--- config.mk ---
export PLATFORM = sky130hd
export DESIGN_NAME = iq_port_formatter
export DESIGN_NICKNAME = d
export VERILOG_FILES = /design/src/rtl/iq_fmt_pkg.sv /design/src/rtl/iq_port_tick.sv /design/src/rtl/iq_chan_store.sv /design/src/rtl/iq_word_seq.sv /design/src/rtl/iq_port_formatter.sv
export SDC_FILE = /design/constraint.sdc
export NUM_CORES = 1
export LEC_CHECK = 0
export ABC_AREA = 1
export BUFFER_PORTS_ARGS = -buffer_cell sky130_fd_sc_hd__clkbuf_2
export CORE_MARGIN = 8
export CORE_UTILIZATION = 45
export CTS_CLUSTER_DIAMETER = 100
export DETAILED_ROUTE_END_ITERATION = 10
export PLACE_DENSITY_LB_ADDON = 0.3
export SLEW_MARGIN = 20
export SYNTH_ARGS = -nofsm -noshare
export SYNTH_HDL_FRONTEND = slang
export SYNTH_HIERARCHICAL = 1
export SYNTH_SLANG_ARGS = --single-unit
--- constraint.sdc ---
create_clock -name clk_i -period 4.65 [get_ports clk_i]
set_input_delay 0.465 -clock clk_i [delete_from_list [all_inputs] [get_ports clk_i]]
set_output_delay 0.465 -clock clk_i [all_outputs]
set_load 0.01 [all_outputs]
--- src/rtl/iq_fmt_pkg.sv ---
package iq_fmt_pkg;
  typedef enum logic [1:0] {
    TAG_I    = 2'b00,
    TAG_Q    = 2'b01,
    TAG_IQ   = 2'b10,
    TAG_RSSI = 2'b11
  } tag_e;

  typedef enum logic [1:0] {
    PH_IDLE = 2'b00,
    PH_Q    = 2'b01,
    PH_RSSI = 2'b10
  } ph_e;
endpackage

--- src/rtl/iq_port_tick.sv ---
module iq_port_tick #(
  parameter int CNT_W = 3
) (
  input  logic       clk_i,
  input  logic       rst_ni,
  input  logic       master_i,
  input  logic [1:0] div_i,
  input  logic       ext_pclk_i,
  output logic       tick_o
);
  logic [CNT_W-1:0] cnt_q, div_max;
  logic             ext_d_q, ext_d2_q;

  assign div_max = (CNT_W'(1) << div_i) - CNT_W'(1);
  assign tick_o  = master_i ? (cnt_q == div_max) : (ext_d_q & ~ext_d2_q);

  always_ff @(posedge clk_i or negedge rst_ni) begin
    if (!rst_ni) begin
      cnt_q    <= '0;
      ext_d_q  <= 1'b0;
      ext_d2_q <= 1'b0;
    end else begin
      cnt_q    <= (!master_i || tick_o) ? '0 : cnt_q + CNT_W'(1);
      ext_d_q  <= ext_pclk_i;
      ext_d2_q <= ext_d_q;
    end
  end

  // an external edge yields a single-cycle tick
  assert_slave_one_tick_R8: assert property (@(posedge clk_i) disable iff (!rst_ni)
    (!master_i && tick_o) |=> (!tick_o || master_i));
endmodule

--- src/rtl/iq_chan_store.sv ---
module iq_chan_store #(
  parameter int N_CH  = 6,
  parameter int SMP_W = 16
) (
  input  logic                    clk_i,
  input  logic                    rst_ni,
  input  logic [N_CH-1:0]         en_i,
  input  logic [N_CH-1:0]         smp_vld_i,
  input  logic [N_CH*SMP_W-1:0]   smp_i_i,
  input  logic [N_CH*SMP_W-1:0]   smp_q_i,
  input  logic [N_CH-1:0]         rssi_upd_i,
  input  logic [N_CH*SMP_W-1:0]   rssi_i,
  input  logic [N_CH-1:0]         take_i,
  output logic [N_CH-1:0]         pend_o,
  output logic [SMP_W-1:0]        pi_o [N_CH],
  output logic [SMP_W-1:0]        pq_o [N_CH],
  output logic [N_CH-1:0]         rpend_o,
  output logic [SMP_W-1:0]        rval_o [N_CH],
  output logic [N_CH-1:0]         ovf_o
);
  for (genvar c = 0; c < N_CH; c++) begin : g_ch
    logic cap;
    assign cap = en_i[c] & smp_vld_i[c];

    always_ff @(posedge clk_i or negedge rst_ni) begin
      if (!rst_ni) begin
        pend_o[c]  <= 1'b0;
        rpend_o[c] <= 1'b0;
        ovf_o[c]   <= 1'b0;
        pi_o[c]    <= '0;
        pq_o[c]    <= '0;
        rval_o[c]  <= '0;
      end else begin
        pend_o[c]  <= cap | (pend_o[c] & ~take_i[c]);
        rpend_o[c] <= rssi_upd_i[c] | (rpend_o[c] & ~take_i[c]);
        if (cap) begin
          pi_o[c]  <= smp_i_i[c*SMP_W +: SMP_W];
          pq_o[c]  <= smp_q_i[c*SMP_W +: SMP_W];
          ovf_o[c] <= ovf_o[c] | (pend_o[c] & ~take_i[c]);
        end
        if (rssi_upd_i[c]) rval_o[c] <= rssi_i[c*SMP_W +: SMP_W];
      end
    end

    assert_ovf_sticky_R11: assert property (@(posedge clk_i) disable iff (!rst_ni)
      ovf_o[c] |=> ovf_o[c]);
  end
endmodule

--- src/rtl/iq_word_seq.sv ---
module iq_word_seq
  import iq_fmt_pkg::*;
#(
  parameter int N_CH  = 6,
  parameter int SMP_W = 16
) (
  input  logic              clk_i,
  input  logic              rst_ni,
  input  logic              tick_i,
  input  logic [N_CH-1:0]   en_i,
  input  logic              fmt_par_i,
  input  logic              rssi_all_i,
  input  logic [N_CH-1:0]   pend_i,
  input  logic [SMP_W-1:0]  pi_i [N_CH],
  input  logic [SMP_W-1:0]  pq_i [N_CH],
  input  logic [N_CH-1:0]   rpend_i,
  input  logic [SMP_W-1:0]  rval_i [N_CH],
  output logic [N_CH-1:0]   take_o,
  output logic [SMP_W-1:0]  data_o,
  output logic [1:0]        tag_o,
  output logic              vld_o
);
  localparam int SEL_W = (N_CH > 1) ? $clog2(N_CH) : 1;
  localparam int HALF  = SMP_W / 2;

  ph_e              ph_q;
  tag_e             tag_q;
  logic [SMP_W-1:0] qbuf_q, rbuf_q;
  logic             need_q;
  logic [N_CH-1:0]  avail;
  logic [SEL_W-1:0] sel;
  logic             any, grant;
  logic             need_d;

  assign avail = pend_i & en_i;

  always_comb begin
    sel = '0;
    any = 1'b0;
    for (int c = N_CH - 1; c >= 0; c--) begin
      if (avail[c]) begin
        sel = SEL_W'(c);
        any = 1'b1;
      end
    end
  end

  assign grant  = tick_i && (ph_q == PH_IDLE) && any;
  assign need_d = rssi_all_i | rpend_i[sel];

  always_comb begin
    for (int c = 0; c < N_CH; c++) take_o[c] = grant && (sel == SEL_W'(c));
  end

  always_ff @(posedge clk_i or negedge rst_ni) begin
    if (!rst_ni) begin
      ph_q   <= PH_IDLE;
      tag_q  <= TAG_I;
      data_o <= '0;
      vld_o  <= 1'b0;
      qbuf_q <= '0;
      rbuf_q <= '0;
      need_q <= 1'b0;
    end else if (tick_i) begin
      unique case (ph_q)
        PH_IDLE: begin
          if (any) begin
            vld_o  <= 1'b1;
            need_q <= need_d;
            qbuf_q <= pq_i[sel];
            rbuf_q <= rval_i[sel];
            if (fmt_par_i) begin
              data_o <= {pi_i[sel][SMP_W-1 -: HALF], pq_i[sel][SMP_W-1 -: HALF]};
              tag_q  <= TAG_IQ;
              ph_q   <= need_d ? PH_RSSI : PH_IDLE;
            end else begin
              data_o <= pi_i[sel];
              tag_q  <= TAG_I;
              ph_q   <= PH_Q;
            end
          end else begin
            vld_o <= 1'b0;
          end
        end
        PH_Q: begin
          data_o <= qbuf_q;
          tag_q  <= TAG_Q;
          vld_o  <= 1'b1;
          ph_q   <= need_q ? PH_RSSI : PH_IDLE;
        end
        PH_RSSI: begin
          data_o <= rbuf_q;
          tag_q  <= TAG_RSSI;
          vld_o  <= 1'b1;
          ph_q   <= PH_IDLE;
        end
        default: ph_q <= PH_IDLE;
      endcase
    end
  end

  assign tag_o = tag_q;

  assert_hold_between_ticks_R10: assert property (@(posedge clk_i) disable iff (!rst_ni)
    !tick_i |=> ($stable(data_o) && $stable(vld_o) && $stable(tag_o)));

  // an I word is always followed by its Q word
  assert_i_then_q_R4: assert property (@(posedge clk_i) disable iff (!rst_ni)
    (vld_o && tag_q == TAG_I) |-> (ph_q == PH_Q));
endmodule

--- src/rtl/iq_port_formatter.sv ---
module iq_port_formatter #(
  parameter int N_CH  = 6,
  parameter int SMP_W = 16
) (
  input  logic                  clk_i,
  input  logic                  rst_ni,
  input  logic [N_CH-1:0]       cfg_ch_en_i,
  input  logic                  cfg_par_fmt_i,
  input  logic                  cfg_rssi_all_i,
  input  logic                  cfg_master_i,
  input  logic [1:0]            cfg_div_i,
  input  logic                  ext_pclk_i,
  input  logic [N_CH-1:0]       smp_vld_i,
  input  logic [N_CH*SMP_W-1:0] smp_i_i,
  input  logic [N_CH*SMP_W-1:0] smp_q_i,
  input  logic [N_CH-1:0]       rssi_upd_i,
  input  logic [N_CH*SMP_W-1:0] rssi_i,
  output logic                  pclk_oe_o,
  output logic                  port_ce_o,
  output logic [SMP_W-1:0]      out_data_o,
  output logic [1:0]            out_tag_o,
  output logic                  out_vld_o,
  output logic [N_CH-1:0]       ovf_o
);
  logic [N_CH-1:0]  en_q;
  logic             fmt_q, all_q, master_q;
  logic [1:0]       div_q;
  logic             tick;
  logic [N_CH-1:0]  take, pend, rpend;
  logic [SMP_W-1:0] pi [N_CH];
  logic [SMP_W-1:0] pq [N_CH];
  logic [SMP_W-1:0] rval [N_CH];

  // reset leaves the port clock pin undriven
  always_ff @(posedge clk_i or negedge rst_ni) begin
    if (!rst_ni) begin
      en_q     <= '0;
      fmt_q    <= 1'b0;
      all_q    <= 1'b0;
      master_q <= 1'b0;
      div_q    <= '0;
    end else begin
      en_q     <= cfg_ch_en_i;
      fmt_q    <= cfg_par_fmt_i;
      all_q    <= cfg_rssi_all_i;
      master_q <= cfg_master_i;
      div_q    <= cfg_div_i;
    end
  end

  assign pclk_oe_o = master_q;
  assign port_ce_o = tick;

  iq_port_tick #(.CNT_W(3)) u_tick (
    .clk_i      (clk_i),
    .rst_ni     (rst_ni),
    .master_i   (master_q),
    .div_i      (div_q),
    .ext_pclk_i (ext_pclk_i),
    .tick_o     (tick)
  );

  iq_chan_store #(.N_CH(N_CH), .SMP_W(SMP_W)) u_store (
    .clk_i      (clk_i),
    .rst_ni     (rst_ni),
    .en_i       (en_q),
    .smp_vld_i  (smp_vld_i),
    .smp_i_i    (smp_i_i),
    .smp_q_i    (smp_q_i),
    .rssi_upd_i (rssi_upd_i),
    .rssi_i     (rssi_i),
    .take_i     (take),
    .pend_o     (pend),
    .pi_o       (pi),
    .pq_o       (pq),
    .rpend_o    (rpend),
    .rval_o     (rval),
    .ovf_o      (ovf_o)
  );

  iq_word_seq #(.N_CH(N_CH), .SMP_W(SMP_W)) u_seq (
    .clk_i      (clk_i),
    .rst_ni     (rst_ni),
    .tick_i     (tick),
    .en_i       (en_q),
    .fmt_par_i  (fmt_q),
    .rssi_all_i (all_q),
    .pend_i     (pend),
    .pi_i       (pi),
    .pq_i       (pq),
    .rpend_i    (rpend),
    .rval_i     (rval),
    .take_o     (take),
    .data_o     (out_data_o),
    .tag_o      (out_tag_o),
    .vld_o      (out_vld_o)
  );

  // a granted channel must have been enabled and pending
  assert_grant_enabled_R1: assert property (@(posedge clk_i) disable iff (!rst_ni)
    (|take) |-> ((take & en_q & pend) == take));
endmodule

==> load_flow_metrics.sql <==
INSERT INTO impl_metrics (metric_group, metric, value, unit) VALUES
('pwr', 'power.density', '465', 'nW/µm²'),
('critical_path', 'cp.arrival', '3.73', 'ns'),
('layout', 'layout-drive-gt1-share', '0.198', ''),
('critical_path', 'crit-reg2reg-launch', 'div_q[1]', ''),
('global_route', 'first_global_vias', '15900', ''),
('timing', 'fin_crit_share', '0.708', ''),
('route', 'detail_route.drc_violations', '0', ''),
('logic_synthesis', 'netlist_instances', '2132', ''),
('critical_path', 'req_time_crit_path', '5.09', 'ns'),
('route', 'wl_per_cell', '19.9', 'µm'),
('timing', 'final.setup.tns', '0', 'ns'),
('global_route', 'initial_antenna_violation_count', '1', ''),
('pwr', 'leakagePower', '11.0', 'nW'),
('logic_synthesis', 'mappedNetlistArea', '17400', 'µm²'),
('clocking', 'numClockSinks', '376', ''),
('critical_path', 'worstSetupStartpointType', 'register', ''),
('place', 'placedCellCount', '2890', ''),
('critical_path', 'timing.critical_path.to_type', 'register', ''),
('pwr', 'share_comb_of_total_power', '0.208', ''),
('pwr', 'relative_contribution_of_the_clock_network_to_total_power', '0.361', ''),
('pwr', 'power_switching_share', '0.315', ''),
('route', 'detail-route-antenna-nets', '0', ''),
('layout', 'insertedDiodeCount', '0', ''),
('run_status', 'violations', 'hold timing', ''),
('place', 'gp_routability_congestion', '0.898', ''),
('place', 'port_buffers', '340', ''),
('logic_synthesis', 'ys_ff_latch', '376', ''),
('clocking', 'htreeDepth', '2', ''),
('timing', 'finalHoldViolations', '1', ''),
('critical_path', 'largest_fanout_of_any_net_on_the_critical_path', '30', ''),
('layout', 'area.growth.synth_to_final', '18.7', '%'),
('global_route', 'first_pass_grt_wire_length', '90400', 'µm'),
('layout', 'finish.cell_count_without_fillers', '2969', ''),
('timing', 'report.final.slew_viol_count', '0', ''),
('global_route', 'maximum_number_of_pins_on_one_net_before_global_route_repair', '114', ''),
('clocking', 'clock_latency', '0.56', 'ns'),
('critical_path', 'regToRegSetupSlack', '1.36', 'ns'),
('timing', 'clock_skew', '0.0135', 'ns'),
('clocking', 'cts_tree', 'built', ''),
('clocking', 'cts-buffers-inserted', '43', ''),
('logic_synthesis', 'post_synthesis_average_cell_area', '8.14', 'µm²'),
('floorplan', 'count_of_standard_cell_rows', '72', ''),
('critical_path', 'worstRegToRegCells', '14', ''),
('pwr', 'internal_power_of_the_cells', '6.57', 'mW'),
('global_route', 'globalRoute.totalOverflow', '0', ''),
('clocking', 'path_clk_slew', '0.06', 'ns'),
('timing', 'finalSetupViolCount', '0', ''),
('place', 'place_hpwl', '41300', 'µm'),
('timing', 'worstMarginPinSlew', '1.03', 'ns'),
('worst_hold_path', 'worst_hold_path_type', 'in2async', ''),
('global_route', 'grt_usage', '0.260', ''),
('timing', 'rsz0062_at_grt', 'no', ''),
('timing', 'hold_ws', '-0.00917', 'ns'),
('pwr', 'seq_power_share', '0.431', ''),
('floorplan', 'floorplan.initialDensity', '0.452', ''),
('pwr', 'vdd.ir_drop.worst', '0.260', 'mV'),
('flow_run', 'max_cap_violations', '0', ''),
('layout', 'finalNetCount', '2741', ''),
('pwr', 'total_switching_power', '3.02', 'mW'),
('logic_synthesis', 'ys_warn_count', '6', ''),
('logic_synthesis', 'ys_seq_area_frac', '0.542', ''),
('clocking', 'cts_repair_resize_count', '0', ''),
('logic_synthesis', 'mappedNetlistNets', '2451', ''),
('timing', 'timing.slew.headroom', '0.312', ''),
('clocking', 'clock_tree.buffer_depth', '3', ''),
('floorplan', 'core', '38400', 'µm²'),
('timing', 'max_freq', '304', 'MHz'),
('critical_path', 'criticalPathCategory', 'reg2reg', ''),
('route', 'detailedRoute.firstPassIterationCount', '5', ''),
('floorplan', 'floorplan.die.width', '212', 'µm'),
('route', 'detail_route.iter0.violations', '1279', ''),
('logic_synthesis', 'post_synth_num_cell_types', '42', ''),
('route', 'route.final.wire_length', '59000', 'µm'),
('route', 'viasPerCell', '5.21', ''),
('floorplan', 'dieArea', '45100', 'µm²'),
('clocking', 'cts-root-buf', 'clkbuf_16', ''),
('floorplan', 'num_io_pins', '341', ''),
('critical_path', 'reg_to_reg_endpoint', 'u_store/ovf_o[0]', ''),
('floorplan', 'die_h', '212', 'µm'),
('timing', 'final_period_demand_of_the_worst_path', '3.29', 'ns'),
('route', 'detailroute.via_count', '15500', ''),
('run_status', 'outcome', 'finished with violations', ''),
('layout', 'finalCoreUtilization', '0.537', '');
-- cell families after synthesis --
family          share of synthesized area
compound gates                     0.0775
xor+xnor                          0.00101
fa+ha+maj                         0.00360
buf+inv                            0.0792
flops                               0.542
simple gates                        0.297
-- power groups by stage --
| stage | clock, mW | combinational [mW] | sequential, mW |
|---|---|---|---|
| final | 3.46 | 2.00 | 4.13 |
| after global routing | 3.65 | 2.24 | 4.18 |
| after detailed placement | 0 | 2.00 | 4.17 |
| after global placement | 0 | 1.97 | 4.16 |
| after CTS | 3.52 | 2.02 | 4.12 |
| after floorplan | 0 | 1.22 | 4.09 |
-- cell usage in the layout, fill, tap and decap left out, types with 4 or more instances in the layout --
cell type      synthesis  layout
a211oi_1               7       7
a21boi_1              15      15
a21oi_1               12      12
a22oi_1               31      31
a31oi_1                7       7
buf_4                 12       7
clkbuf_1              12       9
clkbuf_16              0      45
clkbuf_2               6     339
clkbuf_8               0      10
clkinv_2               0       4
dfrtp_1              376     376
dlygate4sd3_1          0       5
ha_1                   5       5
inv_1                155     155
inv_2                  6       6
inv_4                  5       5
nand2_1              978     978
nand2_2               39      39
nand2_4                4       4
nand3_1               94      94
nand3b_1               5       5
nand4_1               47      47
nor2_1                60      60
o211ai_1              24      24
o21ai_0              113     113
o21bai_1               6       6
or2_0                  7       7
or2_2                  8       8
-- metal layers --
| layer | global-route usage | part of all wire | vias up |
|---|---|---|---|
| met5 | 0 | 0.00025 | - |
| met4 | 0.123 | 0.046 | 2 |
| met3 | 0.0538 | 0.083 | 115 |
| met2 | 0.410 | 0.46 | 645 |
| met1 | 0.342 | 0.41 | 7413 |
| li1 | - | - | 7281 |
-- registers in the layout (all words and copies together) (netlist names), 3 cells and up --
name             count
u_store/pi_o        96
u_store/pq_o        96
u_store/rval_o      96
u_seq/data_o        16
u_seq/qbuf_q        16
u_seq/rbuf_q        16
en_q                 6
u_store/ovf_o        6
u_store/pend_o       6
u_store/rpend_o      6
u_tick/cnt_q         3
-- cell type report --
| type | instances | area, µm² |
|---|---|---|
| Sequential cell | 376 | 9410 |
| Clock inverter | 10 | 134 |
| Clock buffer | 64 | 1300 |
| Inverter | 169 | 654 |
| Timing Repair Buffer | 355 | 1870 |
| Tap cell | 518 | 648 |
| Multi-Input combinational cell | 1477 | 6590 |
| Fill cell | 3708 | 17800 |
-- worst max-delay path, cell delays in order (launching register included) --
cell	delay, ns
dfrtp_1	0.43
nor2_1	0.15
nand2_1	0.08
nand2_1	0.12
nand4_1	0.09
nand2_1	0.15
inv_1	0.10
nor3_4	0.55
inv_2	0.42
nor2_4	0.61
inv_2	0.07
nor2_1	0.19
nor2_1	0.07
nand2_1	0.06
nand2_1	0.06
-- worst max path at each step --
stage	startpoint	end	slack, ns	cells past startpoint
finish	div_q[1]	u_store/ovf_o[0]	1.36	14
global route	div_q[1]	u_store/ovf_o[0]	1.05	14
CTS	en_q[4]	u_seq/data_o[13]	1.37	12
detailed placement	en_q[4]	u_seq/data_o[13]	1.37	12
global placement	en_q[4]	u_seq/data_o[13]	1.46	12
floorplan	div_q[1]	u_store/ovf_o[1]	2.55	13
-- per-stage QoR --
step                setup WS [ns]  area (µm²)  total power [mW]
global placement             1.46       19100              6.13
floorplan                    2.55       17400              5.31
finish                       1.36       20600              9.59
CTS                          1.37       20600              9.65
global route                 1.05       20600              10.1
detailed placement           1.37       19100              6.17
-- timing repair --
item / in CTS / in global routing
setup buffers: 0 / 0
hold buffers: 5 / 0
endpoints found under the hold margin: 5 / 0
-- synthesized netlist by cell type, drive strengths merged --
cell type	number	area (µm²)
clkbuf	18	75.1
nand3	95	480
ha	5	62.6
buf	92	646
a21boi	15	113
nand3b	5	37.5
a211oi	7	52.6
a22o	2	17.5
a21oi	14	85.1
nand2	1021	3960
xnor2	2	17.5
a31oi	7	43.8
or2	16	100
a22oi	31	233
nand4	47	294
o21ai	114	571
nor2	64	265
o211ai	24	180
clkinv	2	7.51
o22ai	1	6.26
o21bai	6	45.0
dfrtp	376	9410
nor3	1	16.3
inv	167	647
No activity file was read; power rests on OpenSTA's default activity.
